==> src/rtl/fsup_pkg.sv <==
package fsup_pkg;
  typedef enum logic [2:0] {
    FC_NONE      = 3'd0,
    FC_SUPPLY_OV = 3'd1,
    FC_FAST_OV   = 3'd2,
    FC_SHORT     = 3'd3,
    FC_OVERCUR   = 3'd4,
    FC_BROWNOUT  = 3'd5,
    FC_LINE_OV   = 3'd6,
    FC_THERMAL   = 3'd7
  } fault_code_e;
endpackage

==> src/rtl/persist_count.sv <==
// Counts consecutive steps on which cond holds; pulses done on the LIMIT-th.
module persist_count #(
  parameter int LIMIT = 4
) (
  input  logic clk,
  input  logic rst_n,
  input  logic arm,
  input  logic step,
  input  logic cond,
  output logic done
);
  localparam int CW = $clog2(LIMIT + 1);

  logic [CW-1:0] cnt_q, cnt_d;

  assign done = arm && step && cond && (cnt_q == CW'(LIMIT - 1));

  always_comb begin
    cnt_d = cnt_q;
    if (!arm) begin
      cnt_d = '0;
    end else if (step) begin
      if (!cond || done) cnt_d = '0;
      else               cnt_d = cnt_q + 1'b1;
    end
  end

  always_ff @(posedge clk or negedge rst_n) begin
    if (!rst_n) cnt_q <= '0;
    else        cnt_q <= cnt_d;
  end
endmodule

==> src/rtl/hyst_flag.sv <==
// Flag set at or above SET_AT, cleared at or below CLR_AT.
module hyst_flag #(
  parameter int W      = 8,
  parameter int SET_AT = 150,
  parameter int CLR_AT = 130
) (
  input  logic         clk,
  input  logic         rst_n,
  input  logic [W-1:0] val,
  output logic         flag
);
  logic flag_d;

  always_comb begin
    if (flag) flag_d = !(val <= W'(CLR_AT));
    else      flag_d = (val >= W'(SET_AT));
  end

  always_ff @(posedge clk or negedge rst_n) begin
    if (!rst_n) flag <= 1'b0;
    else        flag <= flag_d;
  end
endmodule

==> src/rtl/recovery_timer.sv <==
// Reloadable wait of TICKS tick pulses; busy while nonzero.
module recovery_timer #(
  parameter int TICKS = 4000
) (
  input  logic clk,
  input  logic rst_n,
  input  logic load,
  input  logic tick,
  output logic busy
);
  localparam int CW = $clog2(TICKS + 1);

  logic [CW-1:0] cnt_q, cnt_d;

  assign busy = (cnt_q != '0);

  always_comb begin
    cnt_d = cnt_q;
    if (load)              cnt_d = CW'(TICKS);
    else if (tick && busy) cnt_d = cnt_q - 1'b1;
  end

  always_ff @(posedge clk or negedge rst_n) begin
    if (!rst_n) cnt_q <= '0;
    else        cnt_q <= cnt_d;
  end
endmodule

==> src/rtl/fault_supervisor.sv <==
module fault_supervisor
  import fsup_pkg::*;
#(
  parameter int VW          = 9,
  parameter int LW          = 10,
  parameter int TW          = 8,
  parameter int REC_TICKS   = 4000,
  parameter int SHORT_TICKS = 90,
  parameter int BLANK_TICKS = 25,
  parameter int FOVP_CYCLES = 4,
  parameter int VO_SHORT    = 37,
  parameter int VO_ENGAGE   = 230,
  parameter int VO_RELEASE  = 210,
  parameter int BO_ON       = 108,
  parameter int BO_OFF      = 98,
  parameter int LOVP_ON     = 469,
  parameter int LOVP_OFF    = 443,
  parameter int TSD_ON      = 150,
  parameter int TSD_OFF     = 130
) (
  input  logic          clk,
  input  logic          rst_n,
  input  logic          ms_tick,
  input  logic          cyc_strobe,
  input  logic          vcc_ovp,
  input  logic          fovp_hit,
  input  logic          ocp_stop,
  input  logic [VW-1:0] vout_code,
  input  logic [LW-1:0] vline_code,
  input  logic [TW-1:0] temp_code,
  output logic          sw_en,
  output logic          slow_ovp,
  output logic [2:0]    fault_cause
);
  logic fovp_done, short_done, bo_flip, lovp_rel;
  logic bo_ok, bo_ok_d, lovp, lovp_d, hot;
  logic bo_miss, lovp_set, trig, rec_busy, en_d;
  fault_code_e cause_q, cause_d, first_code;

  // Stop-fault qualification
  persist_count #(.LIMIT(FOVP_CYCLES)) u_fovp (
    .clk(clk), .rst_n(rst_n), .arm(sw_en), .step(cyc_strobe),
    .cond(fovp_hit), .done(fovp_done));

  persist_count #(.LIMIT(SHORT_TICKS)) u_short (
    .clk(clk), .rst_n(rst_n), .arm(sw_en), .step(ms_tick),
    .cond(vout_code < VW'(VO_SHORT)), .done(short_done));

  // Line qualification with blanking
  assign bo_miss  = bo_ok ? (vline_code < LW'(BO_OFF)) : (vline_code > LW'(BO_ON));
  assign lovp_set = (vline_code > LW'(LOVP_ON));

  persist_count #(.LIMIT(BLANK_TICKS)) u_bo_blank (
    .clk(clk), .rst_n(rst_n), .arm(1'b1), .step(ms_tick),
    .cond(bo_miss), .done(bo_flip));

  persist_count #(.LIMIT(BLANK_TICKS)) u_lovp_blank (
    .clk(clk), .rst_n(rst_n), .arm(lovp), .step(ms_tick),
    .cond(vline_code < LW'(LOVP_OFF)), .done(lovp_rel));

  // Hysteresis flags
  hyst_flag #(.W(TW), .SET_AT(TSD_ON), .CLR_AT(TSD_OFF)) u_therm (
    .clk(clk), .rst_n(rst_n), .val(temp_code), .flag(hot));

  hyst_flag #(.W(VW), .SET_AT(VO_ENGAGE), .CLR_AT(VO_RELEASE)) u_slow (
    .clk(clk), .rst_n(rst_n), .val(vout_code), .flag(slow_ovp));

  // Shared recovery wait
  assign trig = vcc_ovp || ocp_stop || fovp_done || short_done;

  recovery_timer #(.TICKS(REC_TICKS)) u_rec (
    .clk(clk), .rst_n(rst_n), .load(trig), .tick(ms_tick), .busy(rec_busy));

  // Next-state logic
  always_comb begin
    bo_ok_d = bo_flip ? !bo_ok : bo_ok;
    lovp_d  = lovp_set || (lovp && !lovp_rel);
    en_d    = bo_ok && !lovp && !hot && !rec_busy && !trig;

    if      (vcc_ovp)    first_code = FC_SUPPLY_OV;
    else if (fovp_done)  first_code = FC_FAST_OV;
    else if (short_done) first_code = FC_SHORT;
    else if (ocp_stop)   first_code = FC_OVERCUR;
    else if (!bo_ok)     first_code = FC_BROWNOUT;
    else if (lovp)       first_code = FC_LINE_OV;
    else if (hot)        first_code = FC_THERMAL;
    else                 first_code = FC_NONE;

    if (en_d && !sw_en)        cause_d = FC_NONE;
    else if (cause_q == FC_NONE) cause_d = first_code;
    else                       cause_d = cause_q;
  end

  always_ff @(posedge clk or negedge rst_n) begin
    if (!rst_n) begin
      bo_ok   <= 1'b0;
      lovp    <= 1'b0;
      sw_en   <= 1'b0;
      cause_q <= FC_NONE;
    end else begin
      bo_ok   <= bo_ok_d;
      lovp    <= lovp_d;
      sw_en   <= en_d;
      cause_q <= cause_d;
    end
  end

  assign fault_cause = cause_q;
endmodule

==> config.mk <==
export PLATFORM = sky130hd
export DESIGN_NAME = fault_supervisor
export DESIGN_NICKNAME = d
export VERILOG_FILES = /design/src/rtl/fsup_pkg.sv /design/src/rtl/persist_count.sv /design/src/rtl/hyst_flag.sv /design/src/rtl/recovery_timer.sv /design/src/rtl/fault_supervisor.sv
export SDC_FILE = /design/constraint.sdc
export NUM_CORES = 1
export LEC_CHECK = 0
export BUFFER_PORTS_ARGS = -buffer_cell sky130_fd_sc_hd__buf_2
export CORE_AREA = 4 4 72 74
export DETAILED_ROUTE_END_ITERATION = 10
export DIE_AREA = 0 0 76 78
export PLACE_DENSITY_LB_ADDON = 0.12
export SETUP_SLACK_MARGIN = 0.3
export SLEW_MARGIN = 20
export SYNTH_ARGS = -nofsm -noshare
export SYNTH_HDL_FRONTEND = slang
export SYNTH_HIERARCHICAL = 1
export SYNTH_SLANG_ARGS = --single-unit
==> constraint.sdc <==
create_clock -name clk -period 2.7 [get_ports clk]
set_clock_uncertainty 0.05 [all_clocks]
set_input_delay 0.675 -clock clk [delete_from_list [all_inputs] [get_ports clk]]
set_output_delay 0.675 -clock clk [all_outputs]
set_load 0.05 [all_outputs]
## After elaboration in Yosys (flattened, before gate mapping)

Index checks and enable logic that the tools add are counted.

- $add $sub $neg: 5
- Magnitude comparators: 9
- Eq/ne operators: 7
- Muxes and demuxes: 24
- Reductions and logical operators: 43

Operator list:

| operator | count |
|---|---|
| 3-bit 2-to-1 mux | 12 |
| 12-bit 2-to-1 mux | 2 |
| 7-bit 2-to-1 mux | 3 |
| 5-bit 2-to-1 mux | 4 |
| 1-bit logical AND | 18 |
| 1-bit zero test | 13 |
| 12-bit nonzero test | 1 |
| 12-bit by 1-bit subtractor with 12-bit output (second input constant) | 1 |
| 5-bit by 1-bit adder with 5-bit output (second input constant) | 2 |
| 5-bit equality test (second input constant) | 2 |
| 10-bit by 7-bit > comparator with 1-bit output (second input constant) | 1 |
| 10-bit by 9-bit > comparator with 1-bit output (second input constant) | 1 |
| 10-bit by 7-bit < comparator with 1-bit output (second input constant) | 1 |
| 10-bit by 9-bit < comparator with 1-bit output (second input constant) | 1 |
| 9-bit by 8-bit >= comparator with 1-bit output (second input constant) | 1 |
| 9-bit by 8-bit less-or-equal comparator with 1-bit output (second input constant) | 1 |
| 9-bit by 6-bit < comparator with 1-bit output (second input constant) | 1 |
| 8-bit >= comparator (second input constant) | 1 |
| 8-bit less-or-equal comparator (second input constant) | 1 |
| 1-bit logical OR | 8 |
| 7-bit by 1-bit adder with 7-bit output (second input constant) | 1 |
| 7-bit equality test (second input constant) | 1 |
| 2-bit != test (second input constant) | 3 |
| 2-bit nonzero test | 2 |
| 4 further kinds | 6 |

- Flip-flop bits (word level): 40
- Output and inout bits: 5
- Word-level logic and storage cells: 99

## Logic depth before layout (Yosys ltp)

- Depth after elaboration: 9
- Depth in mapped cells: 11

## Hierarchy

The synthesis kept the hierarchy.

Modules (own cells, without submodules):

| module | instances | cells an instance | area each (um^2) | seq. area each (um^2) |
|---|---|---|---|---|
| recovery_timer | 1 | 71 | 721.9 | 300.3 |
| persist_count at u_bo_blank ... | 2 | 35 | 300.3 | 125.1 |
| persist_count at u_short | 1 | 51 | 457.9 | 175.2 |
| fault_supervisor | 1 | 52 | 431.7 | 150.1 |
| persist_count at u_fovp | 1 | 16 | 188.9 | 75.1 |
| hyst_flag at u_slow | 1 | 7 | 68.8 | 25.0 |
| hyst_flag at u_therm | 1 | 8 | 67.6 | 25.0 |

## Least setup slack after synthesis

Ideal clock, no wire load.

- Path kind: input -> register
- From: in vout_code[1]
- To: reg u_rec.cnt_q[6]
- Library setup time: 0.120 ns
- Arrival: 3.158 ns
- Setup slack: -0.629 ns
- Cell stages on the path: 9
- Path buffers: 1
- Cells stage by stage: o21ai_1 nand2_1 a2111oi_0 and4_1 or3_4 or2_1 clkbuf_1 nor2_1 a31o_2

- Longest elaborated chain between the ends: 5
- Elaborated cells between the ends (all ways): 6
- Classes of those cells: order compare: 1; mux: 1; reduce/logical: 4

Ends and longest elaborated chain:

| what | RTL line | text |
|---|---|---|
| start, declared | fault_supervisor.sv:28 | `input logic [VW-1:0] vout_code,` |
| 9-bit by 6-bit < comparator with 1-bit output (*) | fault_supervisor.sv:47 | `.cond(vout_code < VW'(VO_SHORT)), .done(short_done));` |
| 1-bit logical AND (*) (2 in a row) | persist_count.sv:16 | `assign done = arm && step && cond && (cnt_q == CW'(LIMIT - 1));` |
| via short_done | fault_supervisor.sv:35 | `logic fovp_done, short_done, bo_flip, lovp_rel;` |
| 1-bit logical OR (*) | fault_supervisor.sv:69 | `assign trig = vcc_ovp \|\| ocp_stop \|\| fovp_done \|\| short_done;` |
| via trig | fault_supervisor.sv:37 | `logic bo_miss, lovp_set, trig, rec_busy, en_d;` |
| 12-bit 2-to-1 mux / 2-bit nonzero test (equally long branches) | - |  |
| end signal, assigned | recovery_timer.sv:25 | `else cnt_q <= cnt_d;` |
| end, declared | recovery_timer.sv:13 | `logic [CW-1:0] cnt_q, cnt_d;` |

The timed path passes the listed nets; every way through them passes the cells marked *.
A chain may end at the register's enable or synchronous reset.

## Worst setup path in the final report

- From: reg u_fovp.cnt_q[0]
- To: reg u_rec.cnt_q[9]

- Longest elaborated chain between the ends: 5
- Elaborated cells between the ends (all ways): 6
- Classes of those cells: eq/ne: 1; mux: 1; reduce/logical: 4

Ends and longest elaborated chain:

| what | RTL line | text |
|---|---|---|
| start, declared | persist_count.sv:14 | `logic [CW-1:0] cnt_q, cnt_d;` |
| start signal, assigned | persist_count.sv:30 | `else cnt_q <= cnt_d;` |
| 3-bit by 2-bit equality test with 1-bit output (*) | persist_count.sv:16 |  |
| 1-bit logical AND (*) | persist_count.sv:16 |  |
| via fovp_done | fault_supervisor.sv:35 |  |
| 1-bit logical OR (*) (2 in a row) | fault_supervisor.sv:69 |  |
| via trig | fault_supervisor.sv:37 |  |
| 12-bit 2-to-1 mux / 2-bit nonzero test (equally long branches) | - |  |

Marked as above.

==> reports/metrics.yaml <==
worst_setup_path:
  end_kind: "register"
  worstReg2RegEnd: "u_rec/cnt_q[9]"
  rr_worst_depth: 8
  required_ps: 2820
  ff2ff_setup_slack_ps: 360
  cpMaxStageDelayCell: "or3_4"
  r2r_start: "u_fovp/cnt_q[0]"
  crit_arrival_ps: 2460
  cp_max_fo: 8
  startpoint_type: "register"
  critical_path_class: "register to register"
  cpMostUsedCell: "ha_1"
  max_stage_delay_ps: 420
  cp_cell_sequence: "ha_1 > ha_1 > and4_2 > or3_4 > or2_4 > buf_4 > nor2b_1 > mux2i_1"
flow_run:
  cap_violations: 0
clock_network:
  worstSkewPairLatency_ps: 290
  cts_max_level: 2
  cts_hold_buf: 0
  numCtsBuffers: 5
  clkSinkCount: 40
  post_cts_resized: 0
  clock_path_buffers: 2
  root_buffer: "clkbuf_8"
  cts_tree: "built"
  path_clk_slew_ps: 80
  cts_setup_buffers: 0
layout:
  instances_no_fill: 382
  drive_above_1_share: 0.232
  fin_util: 0.650
  fillCellCount: 406
  syn2layout_area_growth_pct: 17.9
  antenna_cells: 0
  fin_nets: 371
drt:
  vias_per_cell: 5.98
  remaining_drc_errors: 0
  vias: 2284
  wirelength_mm: 5.55
  firstDrtPassIters: 6
  wl_per_cell_um: 14.5
  antenna_left: 0
  drt_iter0_drc: 169
floorplanning:
  coreArea_um2: 4600
  io_pins: 39
  dieWidth_um: 76
  die_area_um2: 5930
  initial_core_util: 0.552
  dieHeight_um: 78
  num_rows: 25
logic_synthesis:
  synthArstFlopShare: 1.00
  ys_seq_area_frac: 0.394
  synth.distinct_cells: 60
  synthCells: 275
  synth_area_leaders: "dfrtp_1 39%, ha_1 4.9%, nand3_1 3.4%"
  yosys.area.top_type: "dfrtp_1"
  yosysTopAreaCellShare: 0.394
  synth-edff-count: 0
  yosys_most_used_dff: "dfrtp_1"
  syn_avg_cell_area_um2: 9.23
  synth-warning-count: 6
  syn-cell-area_um2: 2540
  ys_ff_latch: 40
sta:
  drv_slew: 0
  relSlewSlack: 0.422
  max_freq_mhz: 428
  hold_viol_final: 0
  fin_crit_ps: 2340
  rsz0062_at_grt: "yes"
  setup_violations: 0
  post-route-period-util: 0.865
  finalSetupTns_ps: 0
  worst_slack_ps: 364
  worst_pin_slew_ps: 867
grt:
  overflow: 0
  grt_max_degree: 41
  grt_pass1_vias: 2157
  antenna_found_initial: 0
  grtUsageTotal: 0.200
  grt_pass1_wl_mm: 9.76
placed_design:
  io_buffers: 38
  gp_congestion: 0.855
  hpwl_mm: 4.14
  placedCellCount: 374
  dp_slack_ps: 79.8
hold_path:
  hp-class: "input port to asynchronous set/reset pin"
power_and_ir_drop:
  power_density_nw_per_um2: 437
  leakagePower_nw: 1.28
  irDropWorstVdd_v: 0.000321
status:
  status: "complete, no violations"
cells by family (layout without fill, tap and decap cells):
family / count (synthesis) / after routing / share of synthesized area
flops: 40 / 40 / 0.394
simple gates: 127 / 127 / 0.314
fa+ha+maj: 10 / 10 / 0.0493
mux: 2 / 2 / 0.00789
other cells: 1 / 3 / 0.00148
compound gates: 70 / 70 / 0.188
xor+xnor: 4 / 4 / 0.0138
buf+inv: 21 / 72 / 0.0311
cells in the mapped netlist, drive strengths merged, types with 4 or more instances:
cell / n
nor4: 8
inv: 19
a21oi: 16
nor2b: 10
nor2: 16
dfrtp: 40
nand4b: 4
o21ai: 16
or3: 7
a21o: 4
ha: 10
a31oi: 9
nand4: 13
or4: 5
nand2: 19
nand2b: 5
nand3: 17
o211ai: 4
nor3: 9
worst max-delay path by stage:
stage / start / endpoint / slack, ps
floorplan: vout_code[1] / u_rec/cnt_q[3] / 260
global placement: vout_code[1] / u_rec/cnt_q[3] / 130
detailed placement: vout_code[1] / u_rec/cnt_q[3] / 80
CTS: u_fovp/cnt_q[0] / u_rec/cnt_q[3] / 330
global route: u_fovp/cnt_q[0] / u_rec/cnt_q[3] / 270
finish: u_fovp/cnt_q[0] / u_rec/cnt_q[9] / 360
worst max-delay path: cells and delay by family, from the launching register on:
kind / cells / cell delay [ps]
AND/OR/NAND/NOR: 4 / 1090
multiplexers: 1 / 90
flip-flops: 1 / 410
adder cells (fa/ha/maj): 2 / 430
buffers and inverters: 1 / 170
metrics by stage:
step | power, mW | hold slack [ps] | cell area [µm²]
2_1_floorplan | 0.745 | 329 | 2580
3_3_place_gp | 0.824 | 472 | 2870
3_5_place_dp | 0.828 | 474 | 2870
4_1_cts | 1.32 | 484 | 2980
5_1_grt | 1.37 | 528 | 2990
6_report | 1.31 | 445 | 2990
sequential cells by signal, indices dropped and copies added, names as in the netlist:
register,flops
u_rec/cnt_q,12
u_therm/flag,1
u_slow/flag,1
bo_ok,1
sw_en,1
u_short/cnt_q,7
u_bo_blank/cnt_q,5
u_fovp/cnt_q,3
lovp,1
u_lovp_blank/cnt_q,5
fault_cause,3
cells in the final DEF (no fill, tap or decap), drive strengths merged, types with 3 or more instances in the layout:
cell type / count
clkbuf: 5
a21o: 4
nor4: 8
o21ai: 16
conb: 3
nor2b: 10
dfrtp: 40
nand3: 17
ha: 10
and4: 3
or4: 5
a31o: 3
nand4b: 4
nor2: 16
buf: 45
nand4: 13
a211oi: 3
nor3: 9
nand2: 19
nand2b: 5
a31oi: 9
or3: 7
o21a: 3
o211ai: 4
inv: 19
a21oi: 16
xnor2: 3
area by class of cell:
| class | count | area, µm² | area share |
|---|---|---|---|
| clock buffer | 5 | 68.8 | 0.0230 |
| clock inverter | 3 | 42.5 | 0.0142 |
| inverter | 19 | 71.3 | 0.0238 |
| multi-input combinational | 216 | 1500 | 0.500 |
| sequential | 40 | 1000 | 0.335 |
| tap | 54 | 67.6 | 0.0226 |
| timing repair buffer | 45 | 243 | 0.0812 |
routing by layer:
layer  wire, µm  global-route usage  part of all wire  vias up
met5          0                   0                 0        -
met4         22              0.0676            0.0040        0
met3        355              0.0487             0.064        2
met2       2580               0.315              0.46       73
met1       2600               0.269              0.47     1070
li1           -                   -                 -     1139
where the power goes:
| group | switching, mW | internal, mW | leakage [nW] |
|---|---|---|---|
| sequential | 0.0242 | 0.616 | 0.504 |
| clock | 0.213 | 0.273 | 0.0541 |
| combinational | 0.104 | 0.0751 | 0.721 |
| total | 0.341 | 0.964 | 1.28 |
(Power assumes the default switching activity.)
